--- src/rtl/cfg_hdr_pkg.sv ---
package cfg_hdr_pkg;

  typedef enum logic [1:0] {
    SZ_BYTE = 2'd0,
    SZ_HALF = 2'd1,
    SZ_WORD = 2'd2,
    SZ_WIDE = 2'd3
  } acc_size_e;

  // Lanes touched by an access of the given size at the given low offset.
  function automatic logic [3:0] lane_enables(acc_size_e sz, logic [1:0] lo);
    logic [3:0] be;
    case (sz)
      SZ_BYTE: be = 4'b0001 << lo;
      SZ_HALF: be = lo[1] ? 4'b1100 : 4'b0011;
      default: be = 4'b1111;
    endcase
    return be;
  endfunction

  // Moves right-justified write data onto the lanes it targets.
  function automatic logic [31:0] align_wdata(acc_size_e sz, logic [1:0] lo,
                                              logic [31:0] d);
    logic [31:0] r;
    case (sz)
      SZ_BYTE: r = {24'd0, d[7:0]} << (8 * lo);
      SZ_HALF: r = {16'd0, d[15:0]} << (lo[1] ? 16 : 0);
      default: r = d;
    endcase
    return r;
  endfunction

  // Replaces the enabled byte lanes of an old word.
  function automatic logic [31:0] merge_lanes(logic [31:0] old_w,
                                              logic [31:0] new_w,
                                              logic [3:0] be);
    logic [31:0] r;
    for (int b = 0; b < 4; b++)
      r[8*b +: 8] = be[b] ? new_w[8*b +: 8] : old_w[8*b +: 8];
    return r;
  endfunction

  // Picks the addressed bytes out of an aligned word, zero-extended.
  function automatic logic [31:0] lane_extract(logic [31:0] w, acc_size_e sz,
                                               logic [1:0] lo);
    logic [31:0] s;
    s = w >> (8 * lo);
    case (sz)
      SZ_BYTE: return {24'd0, s[7:0]};
      SZ_HALF: return {16'd0, s[15:0]};
      default: return w;
    endcase
  endfunction

  // Value shown by a BAR holding all ones during the sizing handshake.
  function automatic logic [31:0] sizing_value(logic is_io, logic [31:0] size);
    logic [31:0] m;
    m = ~(size - 32'd1);
    if (is_io) return (m & 32'hFFFF_FFFC) | 32'h1;
    return m & 32'hFFFF_FFF0;
  endfunction

endpackage

--- src/rtl/cfg_ident_regs.sv ---
module cfg_ident_regs
  import cfg_hdr_pkg::*;
#(
  parameter logic [15:0] VENDOR_ID  = 16'hC0DE,
  parameter logic [15:0] DEVICE_ID  = 16'h5A5A,
  parameter logic [23:0] CLASS_CODE = 24'h118000,
  parameter logic [7:0]  REV_ID     = 8'h01
) (
  input  logic        clk,
  input  logic        rst_n,
  input  logic        wr_en,
  input  logic [7:0]  word_off,
  input  logic [3:0]  be,
  input  logic [31:0] wdata_al,
  output logic        hit,
  output logic [31:0] word,
  output logic [15:0] cmd_q
);

  localparam logic [7:0] OFF_ID    = 8'h00;
  localparam logic [7:0] OFF_CMD   = 8'h04;
  localparam logic [7:0] OFF_CLASS = 8'h08;
  localparam logic [7:0] OFF_HDR   = 8'h0C;

  logic cmd_wr;
  assign cmd_wr = wr_en && (word_off == OFF_CMD) && (be[1:0] != 2'b00);

  always_ff @(posedge clk or negedge rst_n) begin
    if (!rst_n) cmd_q <= '0;
    else if (cmd_wr)
      cmd_q <= merge_lanes({16'd0, cmd_q}, wdata_al, {2'b00, be[1:0]})[15:0];
  end

  always_comb begin
    hit  = 1'b1;
    word = '0;
    case (word_off)
      OFF_ID:    word = {DEVICE_ID, VENDOR_ID};
      OFF_CMD:   word = {16'd0, cmd_q};
      OFF_CLASS: word = {CLASS_CODE, REV_ID};
      OFF_HDR:   word = '0;
      default:   hit  = 1'b0;
    endcase
  end

  // the command register moves only on a write aimed at it
  p_cmd_hold_r1: assert property (@(posedge clk) disable iff (!rst_n)
    !cmd_wr |=> $stable(cmd_q));

endmodule

--- src/rtl/cfg_bar_bank.sv ---
module cfg_bar_bank
  import cfg_hdr_pkg::*;
#(
  parameter int NUM_BAR  = 6,
  parameter int NUM_IMPL = 2,
  parameter logic [NUM_BAR-1:0]    IS_IO    = 6'b000001,
  parameter logic [NUM_BAR*32-1:0] SIZE_TBL = {128'd0, 32'd256, 32'd1},
  localparam int IDX_W = $clog2(NUM_BAR)
) (
  input  logic                    clk,
  input  logic                    rst_n,
  input  logic                    wr_en,
  input  logic [IDX_W-1:0]        sel,
  input  logic [3:0]              be,
  input  logic [31:0]             wdata_al,
  output logic [31:0]             rd_word,
  output logic [NUM_BAR*32-1:0]   base_flat
);

  logic [NUM_BAR-1:0][31:0] bar_view;
  logic [NUM_BAR-1:0]       bar_wr;

  for (genvar i = 0; i < NUM_BAR; i++) begin : g_bar
    assign bar_wr[i] = wr_en && (sel == IDX_W'(i));
    if (i < NUM_IMPL) begin : g_impl
      logic [31:0] q;
      always_ff @(posedge clk or negedge rst_n) begin
        if (!rst_n) q <= '0;
        else if (bar_wr[i])
          q <= merge_lanes(q, wdata_al, be) | {31'd0, IS_IO[i]};
      end
      assign bar_view[i] = (q == 32'hFFFF_FFFF)
                         ? sizing_value(IS_IO[i], SIZE_TBL[32*i +: 32]) : q;
      assign base_flat[32*i +: 32] = {q[31:1], 1'b0};
      if (IS_IO[i]) begin : g_io_chk
        // an I/O BAR shows its space bit after any write
        p_space_bit_r4: assert property (@(posedge clk) disable iff (!rst_n)
          bar_wr[i] |=> q[0]);
      end
    end else begin : g_none
      assign bar_view[i]           = '0;
      assign base_flat[32*i +: 32] = '0;
    end
  end

  always_comb begin
    rd_word = '0;
    for (int k = 0; k < NUM_BAR; k++)
      if (sel == IDX_W'(k)) rd_word = bar_view[k];
  end

endmodule

--- src/rtl/cfg_cap_chain.sv ---
module cfg_cap_chain #(
  parameter logic [7:0] CAP_PTR_OFF = 8'h34,
  parameter logic [7:0] PM_OFF      = 8'h40,
  parameter logic [7:0] PCIE_OFF    = 8'h50,
  parameter logic [7:0] MSIX_OFF    = 8'h70,
  parameter logic [7:0] EA_OFF      = 8'h80,
  parameter logic [7:0] EA_ENTRIES  = 8'd4
) (
  input  logic [7:0]  word_off,
  input  logic        ea_en,
  output logic        hit,
  output logic [31:0] word
);

  localparam logic [7:0] ID_PM   = 8'h01;
  localparam logic [7:0] ID_PCIE = 8'h10;
  localparam logic [7:0] ID_MSIX = 8'h11;
  localparam logic [7:0] ID_EA   = 8'h14;

  logic [7:0] msix_next;
  assign msix_next = ea_en ? EA_OFF : 8'h00;

  always_comb begin
    hit  = 1'b1;
    word = '0;
    if (word_off == CAP_PTR_OFF)   word = {24'd0, PM_OFF};
    else if (word_off == PM_OFF)   word = {16'd0, PCIE_OFF, ID_PM};
    else if (word_off == PCIE_OFF) word = {16'd0, MSIX_OFF, ID_PCIE};
    else if (word_off == MSIX_OFF) word = {16'd0, msix_next, ID_MSIX};
    else if (word_off == EA_OFF && ea_en) word = {8'd0, EA_ENTRIES, 8'h00, ID_EA};
    else hit = 1'b0;
  end

endmodule

--- src/rtl/cfg_hdr_responder.sv ---
module cfg_hdr_responder
  import cfg_hdr_pkg::*;
#(
  parameter int NUM_BAR  = 6,
  parameter int NUM_IMPL = 2,
  parameter logic [NUM_BAR-1:0]    BAR_IS_IO   = 6'b000001,
  parameter logic [NUM_BAR*32-1:0] BAR_SIZES   = {128'd0, 32'd256, 32'd1},
  parameter logic [15:0] VENDOR_ID  = 16'hC0DE,
  parameter logic [15:0] DEVICE_ID  = 16'h5A5A,
  parameter logic [23:0] CLASS_CODE = 24'h118000,
  parameter logic [7:0]  REV_ID     = 8'h01,
  parameter logic [7:0]  MSIX_OFF   = 8'h70,
  parameter logic [7:0]  EA_OFF     = 8'h80
) (
  input  logic                  clk,
  input  logic                  rst_n,
  input  logic                  cfg_req,
  input  logic                  cfg_we,
  input  logic [7:0]            cfg_off,
  input  logic [1:0]            cfg_size,
  input  logic [31:0]           cfg_wdata,
  input  logic                  ea_strap,
  output logic                  rd_valid,
  output logic [31:0]           rd_data,
  output logic [NUM_BAR*32-1:0] bar_base
);

  localparam int         IDX_W    = $clog2(NUM_BAR);
  localparam logic [7:0] BAR_FIRST = 8'h10;
  localparam logic [7:0] BAR_LAST  = 8'(BAR_FIRST + 4 * (NUM_BAR - 1));

  acc_size_e   sz;
  logic [1:0]  lo;
  logic [7:0]  word_off;
  logic [3:0]  be;
  logic [31:0] wdata_al;
  logic        is_rd, is_wr, in_bar;
  logic [IDX_W-1:0] bar_sel;
  logic [7:0]  bar_rel;

  assign sz       = acc_size_e'(cfg_size);
  assign lo       = cfg_off[1:0];
  assign word_off = {cfg_off[7:2], 2'b00};
  assign be       = lane_enables(sz, lo);
  assign wdata_al = align_wdata(sz, lo, cfg_wdata);
  assign is_rd    = cfg_req && !cfg_we;
  assign is_wr    = cfg_req && cfg_we;
  assign in_bar   = (word_off >= BAR_FIRST) && (word_off <= BAR_LAST);
  assign bar_rel  = word_off - BAR_FIRST;
  assign bar_sel  = IDX_W'(bar_rel[7:2]);

  logic        id_hit, cap_hit;
  logic [31:0] id_word, cap_word, bar_word;
  logic [15:0] cmd_q;

  cfg_ident_regs #(
    .VENDOR_ID(VENDOR_ID), .DEVICE_ID(DEVICE_ID),
    .CLASS_CODE(CLASS_CODE), .REV_ID(REV_ID)
  ) u_ident (
    .clk(clk), .rst_n(rst_n), .wr_en(is_wr), .word_off(word_off),
    .be(be), .wdata_al(wdata_al), .hit(id_hit), .word(id_word),
    .cmd_q(cmd_q)
  );

  cfg_bar_bank #(
    .NUM_BAR(NUM_BAR), .NUM_IMPL(NUM_IMPL),
    .IS_IO(BAR_IS_IO), .SIZE_TBL(BAR_SIZES)
  ) u_bars (
    .clk(clk), .rst_n(rst_n), .wr_en(is_wr && in_bar), .sel(bar_sel),
    .be(be), .wdata_al(wdata_al), .rd_word(bar_word), .base_flat(bar_base)
  );

  cfg_cap_chain #(.MSIX_OFF(MSIX_OFF), .EA_OFF(EA_OFF)) u_caps (
    .word_off(word_off), .ea_en(ea_strap), .hit(cap_hit), .word(cap_word)
  );

  logic [31:0] word_sel;
  always_comb begin
    if (id_hit)       word_sel = id_word;
    else if (in_bar)  word_sel = bar_word;
    else if (cap_hit) word_sel = cap_word;
    else              word_sel = '0;
  end

  // Registered read port plus a record of the request for the checks below.
  logic [7:0] rd_off_q;
  acc_size_e  rd_sz_q;
  logic       rd_strap_q;

  always_ff @(posedge clk or negedge rst_n) begin
    if (!rst_n) begin
      rd_valid   <= 1'b0;
      rd_data    <= '0;
      rd_off_q   <= '0;
      rd_sz_q    <= SZ_BYTE;
      rd_strap_q <= 1'b0;
    end else begin
      rd_valid <= is_rd;
      if (is_rd) begin
        rd_data    <= lane_extract(word_sel, sz, lo);
        rd_off_q   <= cfg_off;
        rd_sz_q    <= sz;
        rd_strap_q <= ea_strap;
      end
    end
  end

  logic rd_unimpl_bar;
  assign rd_unimpl_bar = ({rd_off_q[7:2], 2'b00} >= 8'(BAR_FIRST + 4 * NUM_IMPL))
                      && ({rd_off_q[7:2], 2'b00} <= BAR_LAST);

  // a read answers exactly one cycle later, a write never does
  p_rd_latency_r10: assert property (@(posedge clk) disable iff (!rst_n)
    is_rd |=> rd_valid);
  p_no_wr_resp_r10: assert property (@(posedge clk) disable iff (!rst_n)
    !is_rd |=> !rd_valid);

  // unimplemented BARs read zero
  p_unimpl_bar_r3: assert property (@(posedge clk) disable iff (!rst_n)
    (rd_valid && rd_unimpl_bar) |-> (rd_data == 32'd0));

  // with the strap clear the MSI-X link terminates the chain
  p_ea_link_r7: assert property (@(posedge clk) disable iff (!rst_n)
    (rd_valid && rd_sz_q == SZ_WORD && rd_off_q == MSIX_OFF && !rd_strap_q)
      |-> (rd_data[15:8] == 8'h00));

  // byte reads are zero-extended
  p_byte_width_r8: assert property (@(posedge clk) disable iff (!rst_n)
    (rd_valid && rd_sz_q == SZ_BYTE) |-> (rd_data[31:8] == 24'd0));

  // the upper half of the command word is always zero
  p_cmd_upper_r1: assert property (@(posedge clk) disable iff (!rst_n)
    (rd_valid && rd_sz_q == SZ_WORD && rd_off_q == 8'h04)
      |-> (rd_data[31:16] == 16'd0));

endmodule

--- config.mk ---
export PLATFORM = sky130hd
export DESIGN_NAME = cfg_hdr_responder
export DESIGN_NICKNAME = d
export VERILOG_FILES = /design/src/rtl/cfg_hdr_pkg.sv /design/src/rtl/cfg_ident_regs.sv /design/src/rtl/cfg_bar_bank.sv /design/src/rtl/cfg_cap_chain.sv /design/src/rtl/cfg_hdr_responder.sv
export SDC_FILE = /design/constraint.sdc
export NUM_CORES = 1
export LEC_CHECK = 0
export BUFFER_PORTS_ARGS = -buffer_cell sky130_fd_sc_hd__buf_4
export CORE_ASPECT_RATIO = 1.4
export CORE_UTILIZATION = 51
export DETAILED_ROUTE_END_ITERATION = 12
export PLACE_DENSITY_LB_ADDON = 0.08
export SLEW_MARGIN = 20
export SYNTH_ARGS = -nofsm -noshare
export SYNTH_HDL_FRONTEND = slang
export SYNTH_SLANG_ARGS = --single-unit
--- constraint.sdc ---
create_clock -name clk -period 2.4 [get_ports clk]
set_input_delay 0.24 -clock clk [delete_from_list [all_inputs] [get_ports clk]]
set_output_delay 0.24 -clock clk [all_outputs]
set_load 0.02 [all_outputs]
Word-level counts from Yosys, hierarchy flattened
Cells that the tools add are included.
- output and inout bits: 225
- bits of input ports: 47
- word-level logic and storage cells: 90
- bits in registers: 113
- reductions and logical operators: 25
- add/sub/neg operators: 1
- multiplexer cells: 29
- order comparisons: 2
- shifts and indexed selects: 4
- equal/unequal tests: 16
- operators by type and width (operator ; number):
    32-bit two-way mux ; 15
    32-bit one-hot mux with 2 select lines ; 2
    31-bit one-hot mux with 3 select lines ; 1
    32-bit == test (second input constant) ; 2
    16-bit by 5-bit left shift with 32-bit output ; 1
    8-bit by 5-bit left shift with 32-bit output ; 1
    32-bit by 5-bit >> shifter with 16-bit output ; 1
    2-bit AND reduction ; 10
    19-bit two-way mux ; 1
    6-bit by 5-bit == test with 1-bit output (second input constant) ; 3
    6-bit by 2-bit == test with 1-bit output (second input constant) ; 2
    1-bit logical AND ; 9
    8-bit by 5-bit >= comparator with 1-bit output (second input constant) ; 1
    8-bit by 6-bit less-or-equal comparator with 1-bit output (second input constant) ; 1
    8-bit logical NOT ; 1
    8-bit two-way mux ; 1
    4-bit one-hot mux with 2 select lines ; 1
    3-bit by 2-bit == test with 1-bit output (second input constant) ; 2
    3-bit == test (second input constant) ; 2
    6-bit by 1-bit == test with 1-bit output (second input constant) ; 1
    6-bit by 4-bit == test with 1-bit output (second input constant) ; 1
    6-bit == test (second input constant) ; 1
    1-bit two-way mux ; 6
    5-bit two-way mux ; 1
    other kinds (10) ; 10

Logic depth before layout (Yosys ltp)
- word-level depth: 12
- mapped depth: 9
- depth with buffers taken out: 7

By module
A second synthesis with hierarchy kept.
- cell total of the unflattened synthesis: 896
- area, all modules: 8650.8 µm²
- by module, submodules not included (module ; seq. area each (µm²) ; cells each ; area an instance (µm²) ; instances):
    cfg_bar_bank ; 1601.5 ; 421 ; 4698.3 ; 1
    cfg_hdr_responder ; 825.8 ; 337 ; 2653.8 ; 1
    cfg_ident_regs ; 400.4 ; 88 ; 962.2 ; 1
    cfg_cap_chain ; 0.0 ; 50 ; 336.6 ; 1

Worst setup path before layout
No wires, ideal clock.
- path kind: register -> register
- from: register u_bars.g_bar[1].g_impl.q[25]
- to: register rd_data[1]
- buffers on the path: 0
- cell stages (with the launch flop): 7
- setup time: 0.142 ns
- slack: 0.718 ns
- data arrival time: 1.540 ns
- data required time: 2.258 ns
- period minus slack after synthesis: 1.682 ns
- cells stage by stage: dfrtp_1 > nand4_1 > nor4_2 > a21oi_1 > a311o_1 > o21ai_1 > a211oi_1
- cells in the longest elaborated chain, start to end: 11
- ends and longest elaborated chain (item ; RTL line ; text):
    start: declaration ; cfg_bar_bank.sv:26 ; logic [31:0] q;
    start signal: assignment ; cfg_bar_bank.sv:30 ; q <= merge_lanes(q, wdata_al, be) | {31'd0, IS_IO[i]};
    32-bit == test ; cfg_bar_bank.sv:32 ; assign bar_view[i] = (q == 32'hFFFF_FFFF)
    32-bit two-way mux * ; cfg_bar_bank.sv:33 ; ? sizing_value(IS_IO[i], SIZE_TBL[32*i +: 32]) : q;
    32-bit two-way mux * (5 in series) ; cfg_bar_bank.sv:49 ; if (sel == IDX_W'(k)) rd_word = bar_view[k];
    32-bit two-way mux * ; cfg_hdr_responder.sv:80 ; else if (in_bar) word_sel = bar_word;
    32-bit two-way mux * ; cfg_hdr_responder.sv:79 ; if (id_hit) word_sel = id_word;
    32-bit by 5-bit >> shifter with 16-bit output ; cfg_hdr_pkg.sv:47 ; s = w >> (8 * lo);
    32-bit one-hot mux with 2 select lines * ; cfg_hdr_pkg.sv:48 ; case (sz)
    end signal: assignment ; cfg_hdr_responder.sv:100 ; rd_data <= lane_extract(word_sel, sz, lo);
    end: declaration ; cfg_hdr_responder.sv:24 ; output logic [31:0] rd_data,
Mark *: on every way between the ends. The rest lies on a longest branch, timed or not.
A chain may end at the register's enable or synchronous reset.

Worst setup path in the final report
- from: register u_bars.g_bar[1].g_impl.q[31]
- to: register rd_data[12]
- cells in the longest elaborated chain, start to end: 11
- ends and longest elaborated chain (item ; RTL line):
    32-bit == test * ; cfg_bar_bank.sv:32
    32-bit two-way mux * ; cfg_bar_bank.sv:33
    32-bit two-way mux * (5 in series) ; cfg_bar_bank.sv:49
    32-bit two-way mux * ; cfg_hdr_responder.sv:80
    32-bit two-way mux * ; cfg_hdr_responder.sv:79
    32-bit by 5-bit >> shifter with 16-bit output ; cfg_hdr_pkg.sv:47
    32-bit one-hot mux with 2 select lines * ; cfg_hdr_pkg.sv:48
Marks and branches as above.

==> out/results.txt <==
The number of warnings printed during yosys synthesis was 0. The arrival time of data at the critical path endpoint is 2.42 ns. For the worst-skew pair later-pin latency, the log shows 0.41 ns. Largest area contributor in the netlist: dfrtp_1. Traced cell by cell, the critical path runs through nand4_1 > nor4_2 > buf_4 > a21oi_1 > a21oi_1 > a2111oi_0 > o22ai_1. The number of DRC violations after detailed routing was 0; the async set or reset register ratio after synthesis was 100.0%.

The fraction of post-synthesis cell area in the top cell type by area was 37.01%. In this run, synthesis produced a sequential element count of 113. The post-route fraction of the period consumed by the critical path was 89.66%. The tools report the initial antenna violation count as 0. The pre-antenna-repair detailed-routing pass consisted of 8 iterations. The ratio of total power to cell area came out at 668.8 nW/um^2.

Setup repair after global routing left no endpoint under its margin. The share of the yosys chip area belonging to registers was 37.01%. Die area: 15480 um^2.

The run gives 272 as the number of primary I/O pins. The area growth from synthesis to final layout works out to 14.36%. The hold violation total from the final report is 0. The die is 146.8 um tall. The run gives 0 as the post-CTS setup repair buffer count. Cell with the most instances on the worst path: a21oi_1. Port buffering added 141 buffers.

The tools report the upper clock frequency limit as 464.7 MHz. The setup violation total in the final timing report was 0; the highest cell delay on the worst timing path was 0.45 ns. The run gives 6487 as the via count of the first global-routing pass. Global routing used 36.05% of the available tracks. The core box area is 14570 um^2. The tools report the startpoint type of the worst setup path as a flop. The run gives 0 as the max-slew violation count.

For the pin with the worst max-slew slack, the measured transition is 0.7886 ns. The final layout contains 1010 nets. The die is 105.5 um wide. The cell sitting at the root of the clock tree is a clkbuf_16. Row generation in the floorplan step produced 52 rows. The highest fanout seen on the critical path is 5, and the routed length per placed instance is 23.48 um.

The final cell count without fillers was 1164. The flow ran to the end, and the final reports show no timing, DRC or antenna violations. The logs give 59.96% for the fraction of the core area covered by cells at the end of the flow and 0 for the global-route congestion overflow total. The run gives 0.4433 mV as the highest ir drop seen on vdd.

The routed via count divided by cell count is 5.803, and the proportion of layout cells with a drive suffix above 1 is 25.74%. The final layout contains routed wiring with a total length of 27330 um. The tools report the combined area of all synthesized cells as 7641 um^2. Max-cap violations in this run came to 0. At the worst endpoint, the required time is 2.67 ns. The worst slack after detailed placement is 0.2009 ns, and the cell count after synthesis is 865. Between clock sinks in the finished design, the worst skew comes to 0.006463 ns. For the worst-case headroom to the max-slew limit, the log shows 47.02%. First-pass GRT wire length: 40900 um. The detail route stage leaves a number of antenna-violating nets equal to 0. For the pin count of the biggest net entering global routing, the log shows 43. The number of cells in the design after placement is 1132, and the number of flops mapped to enable cells by yosys is 0.

The cell leakage power was 4.240 nW. By startpoint and endpoint, the worst setup path is classified as reg -> reg. Sorting the synthesized cells by area gives the leading types as dfrtp_1 (37%), buf_4 (20%), nand2_1 (5.9%), o21ai_0 (4.1%), o21ai_1 (2.3%). TritonCTS built the clock tree. The total CTS buffers was 17; the minimum clock period was 2.152 ns.

The placed wire-length estimate after detailed placement was 21360 um; the worst-case clock buffer depth was 2. After routing, the total negative slack on setup checks comes to 0 ns. The post-synthesis cell type count was 80.

The tools report the endpoint type of the worst setup path as a flop. The run gives 0.9805 as the weighted congestion reported at the end of routability-driven placement. Top flip-flop cell by instance count after synthesis: dfrtp_1. The clock input transition at the sequential cells of the worst setup and hold paths is 0.06 ns, and the level count of the clock H-tree is 4.

On the final layout, the worst hold slack is 0.1539 ns. The number of sinks driven by the clock tree was 113; the initial DRC count was 517. The slowest stage cell on the critical path was a2111oi_0. The min-delay analysis places its worst path in the category in -> reg.

Per-instance average area after synthesis: 8.834 um^2. The number of antenna diodes in the final layout is 0. The effective utilization at floorplan was 52.43%.

After layout, the worst setup slack is 0.2481 ns. For this block, the via count after detailed routing is 6755.
-- repair_timing --
item | 4_1_cts | 5_1_grt
hold buffers | 1 | 0
gates resized for setup | 0 | 0
endpoints found under the hold margin | 39 | 0
-- layer usage --
metal / global-route usage (%) / part of all wire (%) / wire (um) / vias to the layer above
met4: 23.38 / 6.8 / 1859 / 0
li1: - / - / - / 2967
met5: 0 / 0 / 0 / -
met2: 61.74 / 50 / 13730 / 460
met3: 6.344 / 7.6 / 2067 / 95
met1: 41.18 / 35 / 9672 / 3233
-- cell families after synthesis --
kind of cell | after synthesis | share of synthesized area (%)
XOR/XNOR | 1 | 0.1146
AND/OR/NAND/NOR | 248 | 16.16
multiplexers | 27 | 3.914
flip-flops | 113 | 37.01
buffers and inverters | 241 | 22.12
other | 1 | 0.04908
AO/OA/AOI/OAI | 234 | 20.63
-- synthesized netlist by cell type, drive strengths merged (2+ instances only) --
library cell  instances
o311ai                2
o2111ai               3
a21o                  2
nand4                20
nor3                  9
mux2                 23
a2111oi               2
mux2i                 4
o22ai                16
a21oi                18
o2bb2ai               2
a22oi                18
o21ai                98
a21boi                2
a222oi                8
dfrtp               113
and3                  5
inv                   6
nor3b                 4
nor4                  5
buf                 216
o221a                 3
nand3                10
a31oi                 4
o211ai                2
or2                   2
nor2b                 6
and2                  4
a2bb2oi               2
nand2b               10
nor2                 43
o21bai                5
clkbuf               19
o31ai                 3
o21a                  7
a22o                  8
o221ai                5
a221oi                4
nand2               123
or4                   2
a211oi                8
-- final timing paths --
kind / from / end / slack, ns / depth (start not counted)
min in group asynchronous: rst_n / rd_data[30]$_DFFE_PN0P_ / 0.36 / 2
hold reg to reg: rd_data[25]$_DFFE_PN0P_ / rd_data[25]$_DFFE_PN0P_ / 0.48 / 2
setup reg to reg: u_bars.g_bar[1].g_impl.q[31]$_DFFE_PN0P_ / rd_data[12]$_DFFE_PN0P_ / 0.25 / 7
setup / recovery: u_bars.g_bar[1].g_impl.q[31]$_DFFE_PN0P_ / rd_data[12]$_DFFE_PN0P_ / 0.25 / 7
max in group asynchronous: rst_n / u_bars.g_bar[0].g_impl.q[8]$_DFFE_PN0P_ / 1.42 / 3
hold / removal: cfg_wdata[0] / u_bars.g_bar[1].g_impl.q[0]$_DFFE_PN0P_ / 0.15 / 2
-- power by group --
part / switching [mW] / leakage [nW] / internal (mW) / total (mW)
registers: 0.0927 / 1.54 / 2.00 / 2.09
clock network: 0.947 / 0.301 / 1.81 / 2.76
logic: 0.682 / 2.39 / 0.313 / 0.995
-- cells in the final DEF (no fill, tap or decap), drive strengths merged, types with 8 or more instances in the layout --
master,count
mux2,23
clkbuf,21
a222oi,8
nand2b,10
nand2,123
o21ai,98
a211oi,8
o22ai,16
a22oi,18
nand4,20
nor3,9
dfrtp,113
nor2,43
nand3,10
buf,184
conb,130
a22o,8
a21oi,18
-- flip-flops by register name, summed over array words and instances, names as in the netlist --
name / cells
u_ident.cmd_q: 16
rd_valid: 1
u_bars.g_bar.g_impl.q: 64
rd_data: 32
-- worst max-delay path: cells and delay by family (launching register included) --
| family | cells | cell delay (ns) |
|---|---|---|
| compound gates | 4 | 1.08 |
| buf+inv | 1 | 0.16 |
| flops | 1 | 0.44 |
| simple gates | 2 | 0.32 |
-- layout make-up --
cell class                 count  area [um^2]
clock inverter                10        157.7
clock buffer                  21        470.5
multi-input combinational    640         3607
fill                        1328         5836
sequential                   113         2828
timing repair buffer         185         1416
inverter                       6        22.52
tap                          189        236.5
-- stage by stage --
| stage | cell area [um^2] | power, mW |
|---|---|---|
| 4_1_cts | 8738 | 5.842 |
| 3_5_place_dp | 8100 | 3.102 |
| 2_1_floorplan | 8125 | 2.895 |
| 3_3_place_gp | 8100 | 3.093 |
| 6_report | 8738 | 5.844 |
| 5_1_grt | 8738 | 6.013 |
(Power assumes the default switching activity.)
